$ cat src/rtl/brk_trig_pkg.sv
package brk_trig_pkg;

    localparam int CFG_W  = 11;
    localparam int TYPE_W = 4;

    localparam int BIT_LD = 0;
    localparam int BIT_ST = 1;
    localparam int BIT_EX = 2;
    localparam int BIT_MM = 6;

    localparam logic [CFG_W-1:0] CFG_LEGAL =
        CFG_W'((32'd1 << BIT_LD) | (32'd1 << BIT_ST) |
               (32'd1 << BIT_EX) | (32'd1 << BIT_MM));

    localparam logic [TYPE_W-1:0] TYPE_ADDR_BP = 4'd1;
    localparam logic [1:0]        PRIV_MACHINE = 2'b11;

    typedef enum logic [1:0] {
        REG_SEL   = 2'd0,
        REG_CTRL  = 2'd1,
        REG_MADDR = 2'd2,
        REG_NONE  = 2'd3
    } reg_sel_e;

    localparam int NUM_CH   = 3;
    localparam int CH_FETCH = 0;
    localparam int CH_LOAD  = 1;
    localparam int CH_STORE = 2;

endpackage

$ cat src/rtl/brk_trig_regs.sv
module brk_trig_regs
    import brk_trig_pkg::*;
#(
    parameter int XLEN = 64
) (
    input  logic             clk,
    input  logic             rst_n,
    input  logic             wr_en,
    input  logic [1:0]       reg_addr,
    input  logic [XLEN-1:0]  wdata,
    output logic [XLEN-1:0]  rdata,
    output logic [CFG_W-1:0] cfg,
    output logic [XLEN-1:0]  match_addr
);
    localparam int PAD_W = XLEN - TYPE_W - CFG_W;

    typedef struct packed {
        logic [XLEN-1:0]  sel;
        logic [CFG_W-1:0] cfg;
        logic [XLEN-1:0]  maddr;
    } regs_t;

    regs_t st_d, st_q;

    always_comb begin
        st_d = st_q;
        if (wr_en) begin
            case (reg_sel_e'(reg_addr))
                REG_SEL:   st_d.sel   = wdata;
                REG_CTRL:  st_d.cfg   = wdata[CFG_W-1:0] & CFG_LEGAL;
                REG_MADDR: st_d.maddr = wdata;
                default:   st_d       = st_q;
            endcase
        end
    end

    always_ff @(posedge clk or negedge rst_n) begin
        if (!rst_n) st_q <= '0;
        else        st_q <= st_d;
    end

    always_comb begin
        case (reg_sel_e'(reg_addr))
            REG_SEL:   rdata = st_q.sel;
            REG_CTRL:  rdata = {TYPE_ADDR_BP, {PAD_W{1'b0}}, st_q.cfg};
            REG_MADDR: rdata = st_q.maddr;
            default:   rdata = '0;
        endcase
    end

    assign cfg        = st_q.cfg;
    assign match_addr = st_q.maddr;

    assert_sel_hold_R3: assert property (@(posedge clk) disable iff (!rst_n)
        !(wr_en && reg_addr == REG_SEL) |=> $stable(st_q.sel));

    assert_ctrl_hold_R4: assert property (@(posedge clk) disable iff (!rst_n)
        !(wr_en && reg_addr == REG_CTRL) |=> $stable(cfg));

endmodule

$ cat src/rtl/brk_trig_cmp.sv
module brk_trig_cmp #(
    parameter int XLEN = 64
) (
    input  logic            acc_valid,
    input  logic [XLEN-1:0] acc_addr,
    input  logic [XLEN-1:0] match_addr,
    input  logic            kind_en,
    input  logic            mode_ok,
    output logic            hit
);
    logic addr_eq;

    assign addr_eq = (acc_addr == match_addr);
    assign hit     = acc_valid && kind_en && mode_ok && addr_eq;

endmodule

$ cat src/rtl/brk_trig_arb.sv
module brk_trig_arb
    import brk_trig_pkg::*;
#(
    parameter int XLEN       = 64,
    parameter int CAUSE_W    = 4,
    parameter int CAUSE_CODE = 3
) (
    input  logic [NUM_CH-1:0]           ch_hit,
    input  logic [NUM_CH-1:0][XLEN-1:0] ch_pc,
    output logic                        req,
    output logic [CAUSE_W-1:0]          cause,
    output logic [XLEN-1:0]             epc,
    output logic                        block
);
    // Higher channel index is the older instruction, so it overrides.
    always_comb begin
        epc = '0;
        for (int i = 0; i < NUM_CH; i++) begin
            if (ch_hit[i]) epc = ch_pc[i];
        end
    end

    assign req   = |ch_hit;
    assign cause = req ? CAUSE_W'(CAUSE_CODE) : '0;
    assign block = ch_hit[CH_STORE];

endmodule

$ cat src/rtl/brk_trigger_unit.sv
module brk_trigger_unit
    import brk_trig_pkg::*;
#(
    parameter int XLEN       = 64,
    parameter int CAUSE_W    = 4,
    parameter int CAUSE_CODE = 3
) (
    input  logic               clk,
    input  logic               rst_n,
    input  logic               csr_wr_en,
    input  logic [1:0]         csr_addr,
    input  logic [XLEN-1:0]    csr_wdata,
    output logic [XLEN-1:0]    csr_rdata,
    input  logic [1:0]         priv_mode,
    input  logic               fetch_valid,
    input  logic [XLEN-1:0]    fetch_addr,
    input  logic               load_valid,
    input  logic [XLEN-1:0]    load_addr,
    input  logic [XLEN-1:0]    load_pc,
    input  logic               store_valid,
    input  logic [XLEN-1:0]    store_addr,
    input  logic [XLEN-1:0]    store_pc,
    output logic               brk_req,
    output logic [CAUSE_W-1:0] brk_cause,
    output logic [XLEN-1:0]    brk_epc,
    output logic               store_block
);
    logic [CFG_W-1:0]          cfg;
    logic [XLEN-1:0]           maddr;
    logic                      mode_ok;
    logic [NUM_CH-1:0]         ch_valid;
    logic [NUM_CH-1:0]         ch_en;
    logic [NUM_CH-1:0][XLEN-1:0] ch_addr;
    logic [NUM_CH-1:0][XLEN-1:0] ch_pc;
    logic [NUM_CH-1:0]         ch_hit;

    brk_trig_regs #(.XLEN(XLEN)) u_regs (
        .clk        (clk),
        .rst_n      (rst_n),
        .wr_en      (csr_wr_en),
        .reg_addr   (csr_addr),
        .wdata      (csr_wdata),
        .rdata      (csr_rdata),
        .cfg        (cfg),
        .match_addr (maddr)
    );

    assign mode_ok = (priv_mode == PRIV_MACHINE) && cfg[BIT_MM];

    assign ch_valid[CH_FETCH] = fetch_valid;
    assign ch_addr[CH_FETCH]  = fetch_addr;
    assign ch_pc[CH_FETCH]    = fetch_addr;
    assign ch_en[CH_FETCH]    = cfg[BIT_EX];

    assign ch_valid[CH_LOAD]  = load_valid;
    assign ch_addr[CH_LOAD]   = load_addr;
    assign ch_pc[CH_LOAD]     = load_pc;
    assign ch_en[CH_LOAD]     = cfg[BIT_LD];

    assign ch_valid[CH_STORE] = store_valid;
    assign ch_addr[CH_STORE]  = store_addr;
    assign ch_pc[CH_STORE]    = store_pc;
    assign ch_en[CH_STORE]    = cfg[BIT_ST];

    for (genvar g = 0; g < NUM_CH; g++) begin : g_cmp
        brk_trig_cmp #(.XLEN(XLEN)) u_cmp (
            .acc_valid  (ch_valid[g]),
            .acc_addr   (ch_addr[g]),
            .match_addr (maddr),
            .kind_en    (ch_en[g]),
            .mode_ok    (mode_ok),
            .hit        (ch_hit[g])
        );
    end

    brk_trig_arb #(
        .XLEN       (XLEN),
        .CAUSE_W    (CAUSE_W),
        .CAUSE_CODE (CAUSE_CODE)
    ) u_arb (
        .ch_hit (ch_hit),
        .ch_pc  (ch_pc),
        .req    (brk_req),
        .cause  (brk_cause),
        .epc    (brk_epc),
        .block  (store_block)
    );

    assert_req_mmode_R7: assert property (@(posedge clk) disable iff (!rst_n)
        brk_req |-> (priv_mode == PRIV_MACHINE));

    assert_store_blocks_R10: assert property (@(posedge clk) disable iff (!rst_n)
        (store_valid && store_addr == maddr && cfg[BIT_ST] && cfg[BIT_MM] &&
         priv_mode == PRIV_MACHINE) |-> (store_block && brk_req));

    assert_block_needs_store_R10: assert property (@(posedge clk) disable iff (!rst_n)
        store_block |-> (store_valid && cfg[BIT_ST]));

    assert_epc_fetch_R11: assert property (@(posedge clk) disable iff (!rst_n)
        (brk_req && !load_valid && !store_valid) |-> (brk_epc == fetch_addr));

endmodule

$ cat config.mk
export PLATFORM = sky130hd
export DESIGN_NAME = brk_trigger_unit
export DESIGN_NICKNAME = d
export VERILOG_FILES = /design/src/rtl/brk_trig_pkg.sv /design/src/rtl/brk_trig_regs.sv /design/src/rtl/brk_trig_cmp.sv /design/src/rtl/brk_trig_arb.sv /design/src/rtl/brk_trigger_unit.sv
export SDC_FILE = /design/constraint.sdc
export NUM_CORES = 1
export LEC_CHECK = 0
export BUFFER_PORTS_ARGS = -buffer_cell sky130_fd_sc_hd__buf_2
export CORE_AREA = 2 2 204 206
export CTS_CLUSTER_DIAMETER = 60
export DETAILED_ROUTE_END_ITERATION = 10
export DIE_AREA = 0 0 206 208
export HOLD_SLACK_MARGIN = 0.1
export PLACE_DENSITY = 0.56
export SLEW_MARGIN = 25
export SYNTH_ARGS = -nofsm -noshare
export SYNTH_HDL_FRONTEND = slang
export SYNTH_SLANG_ARGS = --single-unit
$ cat constraint.sdc
create_clock -name clk -period 4.45 [get_ports clk]
set_input_delay 0.2225 -clock clk [delete_from_list [all_inputs] [get_ports clk]]
set_output_delay 0.2225 -clock clk [all_outputs]
set_load 0.02 [all_outputs]
==> impl_metrics.json, run 1 <==
{
  "rsz0062_at_grt": "false",
  "finalHoldViolCount": 0,
  "coreArea_um2": 40550,
  "grt_pass1_vias": 12470,
  "placed_cell_area_um2": 14280,
  "vias_per_cell": 5.412,
  "cp.required_ns": 4.23,
  "slew_headroom_pct": 27.56,
  "r2r_start": "u_regs.match_addr[39]$_DFFE_PN0P_",
  "internal_power_uw": 3086,
  "clk_pin_slew_ns": 0.06,
  "tritoncts": "yes",
  "tritoncts_num_sinks": 132,
  "fin_crit_ns": 4.251,
  "finalSetupViolations": 0,
  "max_freq_mhz": 235.2,
  "clock_latency_ns": 0.43,
  "start_util_pct": 27.51,
  "crit_arrival_ns": 4.03,
  "drt_iter0_drc": 1059,
  "syn_area_per_cell_um2": 9.212,
  "pin_count": 528,
  "holdWs_ns": 0.1258,
  "status": "complete, no violations",
  "synth_adder_area_share_pct": 0,
  "h-tree-depth": 4,
  "worstRegToRegCells": 1,
  "total_power_uw": 4856,
  "postCtsSetupRepairBufs": 0,
  "seq_area_frac_synth_pct": 29.61,
  "dp_hpwl_mm": 51.60,
  "synth_edf_count": 0,
  "syn_area_um2": 11160,
  "grt_pass1_wl_mm": 89.67,
  "vdd_drop_max_mv": 0.2562,
  "p_comb_share_pct": 31.4,
  "yosysWarnings": 0,
  "crit_end": "brk_epc[26]",
  "tns_ns": 0,
  "crit_type": "reg -> out",
  "yosys.area_share.simple_pct": 15.50,
  "synth_top_family_by_area": "multiplexers",
  "wl_per_cell_um": 28.16,
  "postSynthCellCount": 1211,
  "synth_compound_area_share_pct": 17.01,
  "io_buffers": 525,
  "cp-startpoint": "u_regs.match_addr[60]$_DFFE_PN0P_",
  "final_core_util_pct": 38.44,
  "slew_violations": 0,
  "finalNetCount": 2129,
  "ys_types": 40,
  "cts_buffers": 17,
  "totalWireLength_mm": 64.77,
  "grt_util_all_layers_pct": 29.30,
  "worstHoldPathType": "in -> reg",
  "drc": 0,
  "cp-start-kind": "register",
  "clockBufferDepth": 2,
  "area_growth_pct": 39.73,
  "synth-main-ff-cell": "dfrtp_1",
  "row_count": 74,
  "die_w_um": 206,
  "worst-slew-pin-transition_ns": 1.077,
  "end_kind": "output port",
  "drive_gt1_share_pct": 41.59,
  "grt_max_degree": 94,
  "ys_seq_elements": 132,
  "clkPwrFrac_pct": 30.8,
  "synthArstFlopShare_pct": 100.0,
  "die_h_um": 208,
  "fin_worst_skew_ns": 0,
  "worstReg2RegEnd": "u_regs.match_addr[39]$_DFFE_PN0P_",
  "drtAntennaViolNets": 0,
  "die-area_um2": 42850,
  "post-route-period-util_pct": 95.54,
  "power-per-cell-area_nw_per_um2": 311.5,
  "cts_root_buf": "clkbuf_16",
  "p_seq_share_pct": 37.8,
  "power.switching_uw": 1771,
  "sw_frac_of_total_pct": 36.46,
  "ff2ff_setup_slack_ns": 3.36,
  "num_vias": 12450,
  "power_leakage_uw": 0.007260,
  "synth_mux_area_share_pct": 18.98,
  "fillers": 4228,
  "cp_max_fo": 64,
  "detail_route.first_pass.iterations": 6,
  "gp_congestion": 0.8782,
  "cap_violations": 0,
  "synthXorXnorAreaFrac_pct": 11.46,
  "antenna_found_initial": 29,
  "final_cell_area_um2": 15590,
  "gr-total-overflow": 0
}
==> timing repair <==
item / CTS / global route
hold buffers: 64 / 0
gates resized for setup: 0 / 0
hold endpoints to repair: 221 / 0
==> layer usage <==
layer  global-route usage, %  vias up  routed length [µm]
met5                       0        -                 120
met4                   10.91       16                2311
met3                   5.952      114                4482
met2                   49.31      666               31210
met1                   36.72     6115               26640
li1                        -     5536                   -
==> power groups by stage <==
stage | Clock, µW | Sequential (µW) | Combinational [µW]
floorplan | 0 | 1640 | 858
global placement | 0 | 1840 | 1480
detailed placement | 0 | 1850 | 1480
CTS | 1520 | 1830 | 1540
global route | 1570 | 1860 | 1640
finish | 1490 | 1830 | 1530
==> layout make-up <==
class | count | area, µm² | share of cell area [%]
Multi-Input combinational cell | 878 | 7087 | 45.46
Timing Repair Buffer | 618 | 3532 | 22.66
Sequential cell | 132 | 3303 | 21.19
Tap cell | 532 | 665.6 | 4.270
Clock buffer | 21 | 470.5 | 3.018
Inverter | 88 | 330.3 | 2.119
Clock inverter | 11 | 148.9 | 0.9552
Antenna cell | 20 | 50.05 | 0.3211
==> how the worst min path moves through the flow <==
stage                        from                           end  slack (ns)  cells past startpoint
floorplan                   rst_n     u_regs.cfg[0]$_DFFE_PN0P_       -0.07                      0
global placement            rst_n   u_regs.st_q[77]$_DFFE_PN0P_        0.39                      1
detailed placement          rst_n   u_regs.st_q[77]$_DFFE_PN0P_        0.39                      1
CTS                 csr_wdata[47]  u_regs.st_q[122]$_DFFE_PN0P_        0.10                      2
global route        csr_wdata[47]  u_regs.st_q[122]$_DFFE_PN0P_        0.12                      2
finish              csr_wdata[47]  u_regs.st_q[122]$_DFFE_PN0P_        0.13                      2
==> cell families after synthesis <==
logic type             after synthesis
XOR/XNOR                           146
buffers and inverters              202
AND/OR/NAND/NOR                    304
other                                1
AO/OA/AOI/OAI                      231
flip-flops                         132
multiplexers                       195
==> critical path, cell delays in order, from the launching register on <==
cell       delay, ns
dfrtp_1         0.55
xor2_1          0.24
nor4_1          0.75
nand4_1         0.29
nor4_2          0.67
buf_12          0.35
a22oi_1         0.16
a2bb2oi_1       0.28
buf_2           0.23
==> synthesized netlist by cell type (2+ instances only) <==
| master | instances | area share, % |
|---|---|---|
| a2111oi_0 | 5 | 0.39 |
| a221oi_1 | 2 | 0.16 |
| a222oi_1 | 2 | 0.18 |
| a22oi_1 | 68 | 4.6 |
| a2bb2oi_1 | 64 | 5.0 |
| and4_1 | 2 | 0.16 |
| buf_1 | 8 | 0.27 |
| buf_2 | 9 | 0.40 |
| buf_4 | 5 | 0.34 |
| buf_6 | 5 | 0.50 |
| clkbuf_1 | 87 | 2.9 |
| dfrtp_1 | 132 | 30 |
| inv_1 | 88 | 3.0 |
| mux2_2 | 132 | 13 |
| mux2i_1 | 63 | 5.7 |
| nand2_1 | 11 | 0.37 |
| nand2b_1 | 22 | 1.2 |
| nand3_1 | 4 | 0.18 |
| nand4_1 | 20 | 1.1 |
| nor2_1 | 124 | 4.2 |
| nor2b_1 | 17 | 0.95 |
| nor3_1 | 6 | 0.27 |
| nor4_1 | 25 | 1.4 |
| nor4b_1 | 64 | 5.0 |
| o2111ai_1 | 72 | 5.7 |
| o21ai_0 | 5 | 0.22 |
| o221ai_1 | 2 | 0.16 |
| o22ai_1 | 9 | 0.50 |
| or4_1 | 3 | 0.20 |
| xnor2_1 | 57 | 4.5 |
| xor2_1 | 89 | 7.0 |
==> per-stage QoR <==
step                      instances  worst slack [ns]
final                          2300            0.1986
after global routing           2294            0.1425
after CTS                      2280            0.2183
after detailed placement       2184            0.6923
after global placement         2184            0.6408
after floorplan                1212             1.766
==> cells in the final DEF (no fill, tap or decap), types with 4 or more instances in the layout <==
cell,synthesis,routed
nor3_1,6,6
nand4_1,20,20
o21ai_0,5,5
nand2b_1,22,22
mux2_2,132,132
mux2i_1,63,63
buf_2,9,523
nor2b_1,17,17
a22oi_1,68,68
buf_4,5,27
nand2_1,11,9
nor4b_1,64,64
clkbuf_16,0,17
nor4_1,25,24
diode_2,0,20
dlygate4sd3_1,0,64
xnor2_1,57,57
a2bb2oi_1,64,64
inv_1,88,88
a2111oi_0,5,5
dfrtp_1,132,132
o22ai_1,9,9
xor2_1,89,88
nand3_1,4,4
nor2_1,124,124
o2111ai_1,72,72
==> registers in the layout, indices dropped and copies added, names as in the netlist <==
name	count
u_regs.st_q	64
u_regs.cfg	4
u_regs.match_addr	64
Note: power is estimated with default switching activity, not from simulation.
==> run 2, diff against run 1 <==
==> constraint.sdc (replaced) <==
create_clock -name clk -period 4.45 [get_ports clk]
set_input_delay 0.2225 -clock clk [delete_from_list [all_inputs] [get_ports clk]]
set_output_delay 0.2225 -clock clk [all_outputs]
set_load 0.05 [all_outputs]
==> impl_metrics.json, run 2 (synthesis gave the netlist of run 1 again) <==
{
  "layout_common_cells": "buf_2, mux2_2, dfrtp_1, nor2_1",
  "crit_path_cell_trace": "xnor2_1 > nand4_1 > nor4_1 > and3_2 > buf_4 > a22oi_1 > a2bb2oi_1 > buf_2",
  "clock_latency_ns": 0.42,
  "slew_headroom_pct": 39.29,
  "hold_start": "csr_wdata[52]",
  "finalSetupViolations": 0,
  "rsz0062_at_grt": "false",
  "io_buffers": 525,
  "start_util_pct": 27.51,
  "layout_commonest_cell": "buf_2",
  "num_vias": 12620,
  "drive_gt1_share_pct": 41.82,
  "drt_iter0_drc": 1223,
  "fin_worst_skew_ns": 0,
  "cp-start-kind": "register",
  "coreArea_um2": 40550,
  "wl_per_cell_um": 28.24,
  "die_w_um": 206,
  "fillers": 4217,
  "final-seq-area_um2": 3303,
  "grt_pass1_vias": 12670,
  "gr-total-overflow": 0,
  "crit_buf_inv": 2,
  "slew_violations": 0,
  "h-tree-depth": 4,
  "power-per-cell-area_nw_per_um2": 326.9,
  "cp_max_fo": 64,
  "gp_congestion": 0.9032,
  "status": "complete, no violations",
  "crit_arrival_ns": 4.01,
  "detail_route.first_pass.iterations": 5,
  "cap_violations": 0,
  "grt_max_degree": 102,
  "vias_per_cell": 5.475,
  "multi_input_area_um2": 7093,
  "worstHoldPathType": "in -> reg",
  "worst-slew-pin-transition_ns": 0.9074,
  "tritoncts": "yes",
  "cpPeakStageDelay_ns": 0.62,
  "grt_pass1_wl_mm": 91.12,
  "postCtsSetupRepairBufs": 0,
  "r2r_start": "u_regs.match_addr[36]$_DFFE_PN0P_",
  "grt_util_all_layers_pct": 29.61,
  "crit_type": "reg -> out",
  "totalWireLength_mm": 65.10,
  "finalHoldViolCount": 0,
  "area_growth_pct": 40.22,
  "tritoncts_num_sinks": 132,
  "cts_buffers": 17,
  "row_count": 74,
  "antenna_found_initial": 27,
  "power_leakage_uw": 0.007289,
  "max_freq_mhz": 236.4,
  "clockBufferDepth": 2,
  "finalNetCount": 2137,
  "end_kind": "output port",
  "tns_ns": 0,
  "clk_pin_slew_ns": 0.06,
  "drc": 0,
  "cts_root_buf": "clkbuf_16",
  "die-area_um2": 42850,
  "vdd_drop_max_mv": 0.2660,
  "drtAntennaViolNets": 0,
  "cp.required_ns": 4.23,
  "die_h_um": 208,
  "pin_count": 528,
  "dp_hpwl_mm": 51.29,
  "fin_crit_ns": 4.230,
  "crit_family": "simple AND/OR/NAND/NOR gates",
  "cp_slowest_cell": "buf_4",
  "post-route-period-util_pct": 95.06,
  "holdWs_ns": 0.1246,
  "cp-startpoint": "u_regs.match_addr[47]$_DFFE_PN0P_"
}
run 2: power breakdown:
part	leakage (µW)	switching, µW	internal (µW)
sequential	0.00156	426	1420
combinational	0.00543	980	739
clock	0.000302	551	993
run 2: worst paths after layout:
check / to / slack [ns] / cells after the start
worst min-delay path: u_regs.st_q[127]$_DFFE_PN0P_ / 0.12 / 2
worst max-delay path: brk_epc[26] / 0.22 / 8
max in group asynchronous: u_regs.match_addr[37]$_DFFE_PN0P_ / 2.99 / 3
min in group asynchronous: u_regs.st_q[138]$_DFFE_PN0P_ / 0.47 / 2
worst min register to register: u_regs.st_q[77]$_DFFE_PN0P_ / 0.50 / 1
worst max register to register: u_regs.match_addr[36]$_DFFE_PN0P_ / 3.33 / 2
run 2: final cells by class:
cell class	instances	area share [%]
diodes	18	0.2880
clock buffers	23	3.120
clock inverters	8	0.9439
inverters	88	2.112
multi-input cells	878	45.34
flip-flops and latches	132	21.12
well taps	532	4.255
repair buffers	626	22.82
run 2: through the flow:
| stage | util (%) | setup WS [ns] | total power [µW] | std cells | instance area, µm² |
|---|---|---|---|---|---|
| 2_1_floorplan | - | 1.251 | 2685 | 1212 | 11160 |
| 3_3_place_gp | 35.28 | 0.2757 | 3521 | 2192 | 14310 |
| 3_5_place_dp | 35.29 | 0.4979 | 3541 | 2192 | 14310 |
| 4_1_cts | 38.44 | 0.04503 | 5130 | 2287 | 15590 |
| 5_1_grt | 38.52 | 0.1052 | 5315 | 2297 | 15620 |
| 6_report | 38.57 | 0.2196 | 5113 | 2305 | 15640 |
run 2: layer usage:
| layer | vias up | global-route usage [%] | wire, µm | share of wire (%) |
|---|---|---|---|---|
| met5 | - | 0 | 109 | 0.17 |
| met4 | 16 | 10.86 | 2457 | 3.8 |
| met3 | 135 | 6.626 | 5055 | 7.8 |
| met2 | 716 | 49.04 | 30500 | 47 |
| met1 | 6203 | 37.44 | 26980 | 41 |
| li1 | 5549 | - | - | - |
run 2: timing repair:
action                                  in CTS  in global routing
endpoints found under the hold margin      229                  0
endpoints found under the setup margin       0                 63
hold buffers                                64                  0
gates resized for setup                      0                  1
==> run 3, diff against run 2 <==
--- a/config.mk
+++ b/config.mk
@@ -5,13 +5,14 @@
 export SDC_FILE = /design/constraint.sdc
 export NUM_CORES = 1
 export LEC_CHECK = 0
+export ABC_AREA = 1
 export BUFFER_PORTS_ARGS = -buffer_cell sky130_fd_sc_hd__buf_2
-export CORE_AREA = 2 2 204 206
+export CORE_AREA = 2 2 207 209
 export CTS_CLUSTER_DIAMETER = 60
 export DETAILED_ROUTE_END_ITERATION = 10
-export DIE_AREA = 0 0 206 208
+export DIE_AREA = 0 0 209 211
 export HOLD_SLACK_MARGIN = 0.1
-export PLACE_DENSITY = 0.56
+export PLACE_DENSITY = 0.54
 export SLEW_MARGIN = 25
 export SYNTH_ARGS = -nofsm -noshare
 export SYNTH_HDL_FRONTEND = slang
==> impl_metrics.json, run 3 <==
{
  "crit_buf_inv": 3,
  "synthXorXnorAreaFrac_pct": 3.551,
  "min_path_cells": 3,
  "vdd_drop_max_mv": 0.2841,
  "cp_max_fo": 58,
  "power.switching_uw": 1939,
  "dp_hpwl_mm": 56.04,
  "internal_power_uw": 2836,
  "synth_top_family_by_area": "simple AND/OR/NAND/NOR gates",
  "drive_gt1_share_pct": 25.82,
  "rsz0062_at_grt": "false",
  "r2r_start": "u_regs.match_addr[18]$_DFFE_PN0P_",
  "layout_common_cells": "nand2_1, buf_2, o21ai_0, nor2_1, inv_1",
  "placed_cell_area_um2": 13750,
  "tritoncts_num_sinks": 132,
  "tns_ns": 0,
  "ctsResizeCount": 0,
  "yosys.cell_count.top_type": "nand2_1",
  "fillers": 4782,
  "area_growth_pct": 37.15,
  "synth-main-ff-cell": "dfrtp_1",
  "power-per-cell-area_nw_per_um2": 320.8,
  "sw_frac_of_total_pct": 40.60,
  "cp.required_ns": 4.23,
  "grt_max_degree": 93,
  "detail_route.first_pass.iterations": 6,
  "power_leakage_uw": 0.008650,
  "worst-slew-pin-transition_ns": 0.9819,
  "die-area_um2": 44100,
  "cpPeakStageDelay_ns": 0.68,
  "max_freq_mhz": 257.7,
  "die_h_um": 211,
  "synth_common_cells": "nand2_1, o21ai_0, nor2_1",
  "synth_top_area_cell": "dfrtp_1",
  "cp-start-kind": "register",
  "finalNetCount": 2763,
  "synth_mux_area_share_pct": 0,
  "final_cell_area_um2": 14880,
  "h-tree-depth": 4,
  "postCtsSetupRepairBufs": 0,
  "synthArstFlopShare_pct": 100.0,
  "slew_headroom_pct": 34.54,
  "drt_iter0_drc": 1604,
  "fin_crit_ns": 3.881,
  "yosysWarnings": 0,
  "totalWireLength_mm": 67.70,
  "clkPwrFrac_pct": 32.9,
  "clockBufferDepth": 2,
  "status": "complete, no violations",
  "postSynthCellCount": 1854,
  "drtAntennaViolNets": 0,
  "grt_pass1_wl_mm": 94.56,
  "layout_commonest_cell": "nand2_1",
  "coreArea_um2": 41760,
  "synth_top_area_share_pct": 30.44,
  "ys_types": 28,
  "ys_seq_elements": 132,
  "num_vias": 14530,
  "row_count": 75,
  "cts_buffers": 17,
  "tritoncts": "yes",
  "crit_path_cell_trace": "xnor2_1 > nand2_1 > nor3_1 > nand2_1 > nor2_1 > nand3_1 > inv_4 > buf_12 > nand2_1 > nand2_1 > buf_2",
  "pin_count": 528,
  "worstRegToRegCells": 2,
  "p_seq_share_pct": 34.2,
  "grt_util_all_layers_pct": 29.85,
  "crit_family": "simple AND/OR/NAND/NOR gates",
  "finalHoldViolCount": 0,
  "die_w_um": 209,
  "yosys.area_share.simple_pct": 39.14,
  "antenna_found_initial": 24,
  "hold_start": "csr_wdata[24]",
  "cap_violations": 0,
  "crit_type": "reg -> out",
  "seq_area_frac_synth_pct": 30.44,
  "io_buffers": 525,
  "fin_worst_skew_ns": 0,
  "synth_compound_area_share_pct": 13.72,
  "synth_edf_count": 0,
  "p_comb_share_pct": 32.9,
  "worstReg2RegEnd": "u_regs.match_addr[18]$_DFFE_PN0P_",
  "clk_pin_slew_ns": 0.06,
  "holdBufCountCts": 46,
  "final_core_util_pct": 35.64,
  "syn_area_um2": 10850,
  "crit_arrival_ns": 3.66,
  "cts_root_buf": "clkbuf_16",
  "finalSetupViolations": 0,
  "synth_adder_area_share_pct": 0,
  "post-route-period-util_pct": 87.21,
  "end_kind": "output port",
  "ff2ff_setup_slack_ns": 3.51,
  "cp_slowest_cell": "dfrtp_1",
  "wl_per_cell_um": 23.06,
  "slew_violations": 0,
  "total_power_uw": 4775,
  "gp_congestion": 0.9851,
  "start_util_pct": 25.99,
  "worstHoldPathType": "in -> reg",
  "drc": 0,
  "clock_latency_ns": 0.43,
  "cpMostUsedCell": "nand2_1",
  "min_to": "u_regs.st_q[99]$_DFFE_PN0P_",
  "grt_pass1_vias": 13910,
  "synthTopCellsByArea": "dfrtp_1, nand2_1, o21ai_0",
  "vias_per_cell": 4.948,
  "gr-total-overflow": 0,
  "holdWs_ns": 0.1027,
  "syn_area_per_cell_um2": 5.854
}
[run 3: final cells by class]
type                            count  area (µm²)  share of cell area, %
Inverter                          216       813.3                  5.464
Antenna cell                       15       37.54                 0.2522
Sequential cell                   132        3303                  22.19
Timing Repair Buffer              588        3247                  21.81
Tap cell                          539       674.4                  4.531
Multi-Input combinational cell   1414        6170                  41.45
Clock buffer                       18       439.2                  2.951
Clock inverter                     14       200.2                  1.345
[run 3: how the worst max path moves through the flow]
stage,depth (start not counted),from,endpoint
5_1_grt,11,u_regs.match_addr[18]$_DFFE_PN0P_,brk_epc[12]
4_1_cts,11,u_regs.match_addr[18]$_DFFE_PN0P_,brk_epc[12]
6_report,11,u_regs.match_addr[18]$_DFFE_PN0P_,brk_epc[12]
3_5_place_dp,11,u_regs.match_addr[18]$_DFFE_PN0P_,brk_epc[12]
3_3_place_gp,11,u_regs.match_addr[18]$_DFFE_PN0P_,brk_epc[12]
2_1_floorplan,10,u_regs.match_addr[47]$_DFFE_PN0P_,brk_cause[0]
[run 3: worst min-delay path: stages]
cell,delay (ns)
buf_2,0.10
inv_1,0.08
o21ai_0,0.09
[run 3: cell families after synthesis]
group	Yosys count
AOI/OAI and AO/OA	290
other	1
buffers and inverters	309
DFF	132
and+or+nand+nor	1078
xor gates and xnor gates	44
[run 3: metrics by stage]
step                setup WS (ns)  cells
floorplan                   2.298   1855
global placement            1.061   2843
detailed placement          1.064   2843
CTS                        0.5870   2921
global route               0.3798   2933
finish                     0.5689   2936
[run 3: power by group through the flow]
stage	clock, µW	combinational (µW)	sequential, µW
2_1_floorplan	0	843	1550
3_3_place_gp	0	1520	1640
6_report	1570	1570	1630
3_5_place_dp	0	1530	1650
4_1_cts	1580	1560	1620
5_1_grt	1630	1700	1650
[run 3: layer usage]
metal / global-route usage, % / share of wire [%]
met3: 5.293 / 7.0
met2: 50.40 / 48
met4: 12.34 / 3.6
met5: 0 / 0.13
met1: 37.67 / 41
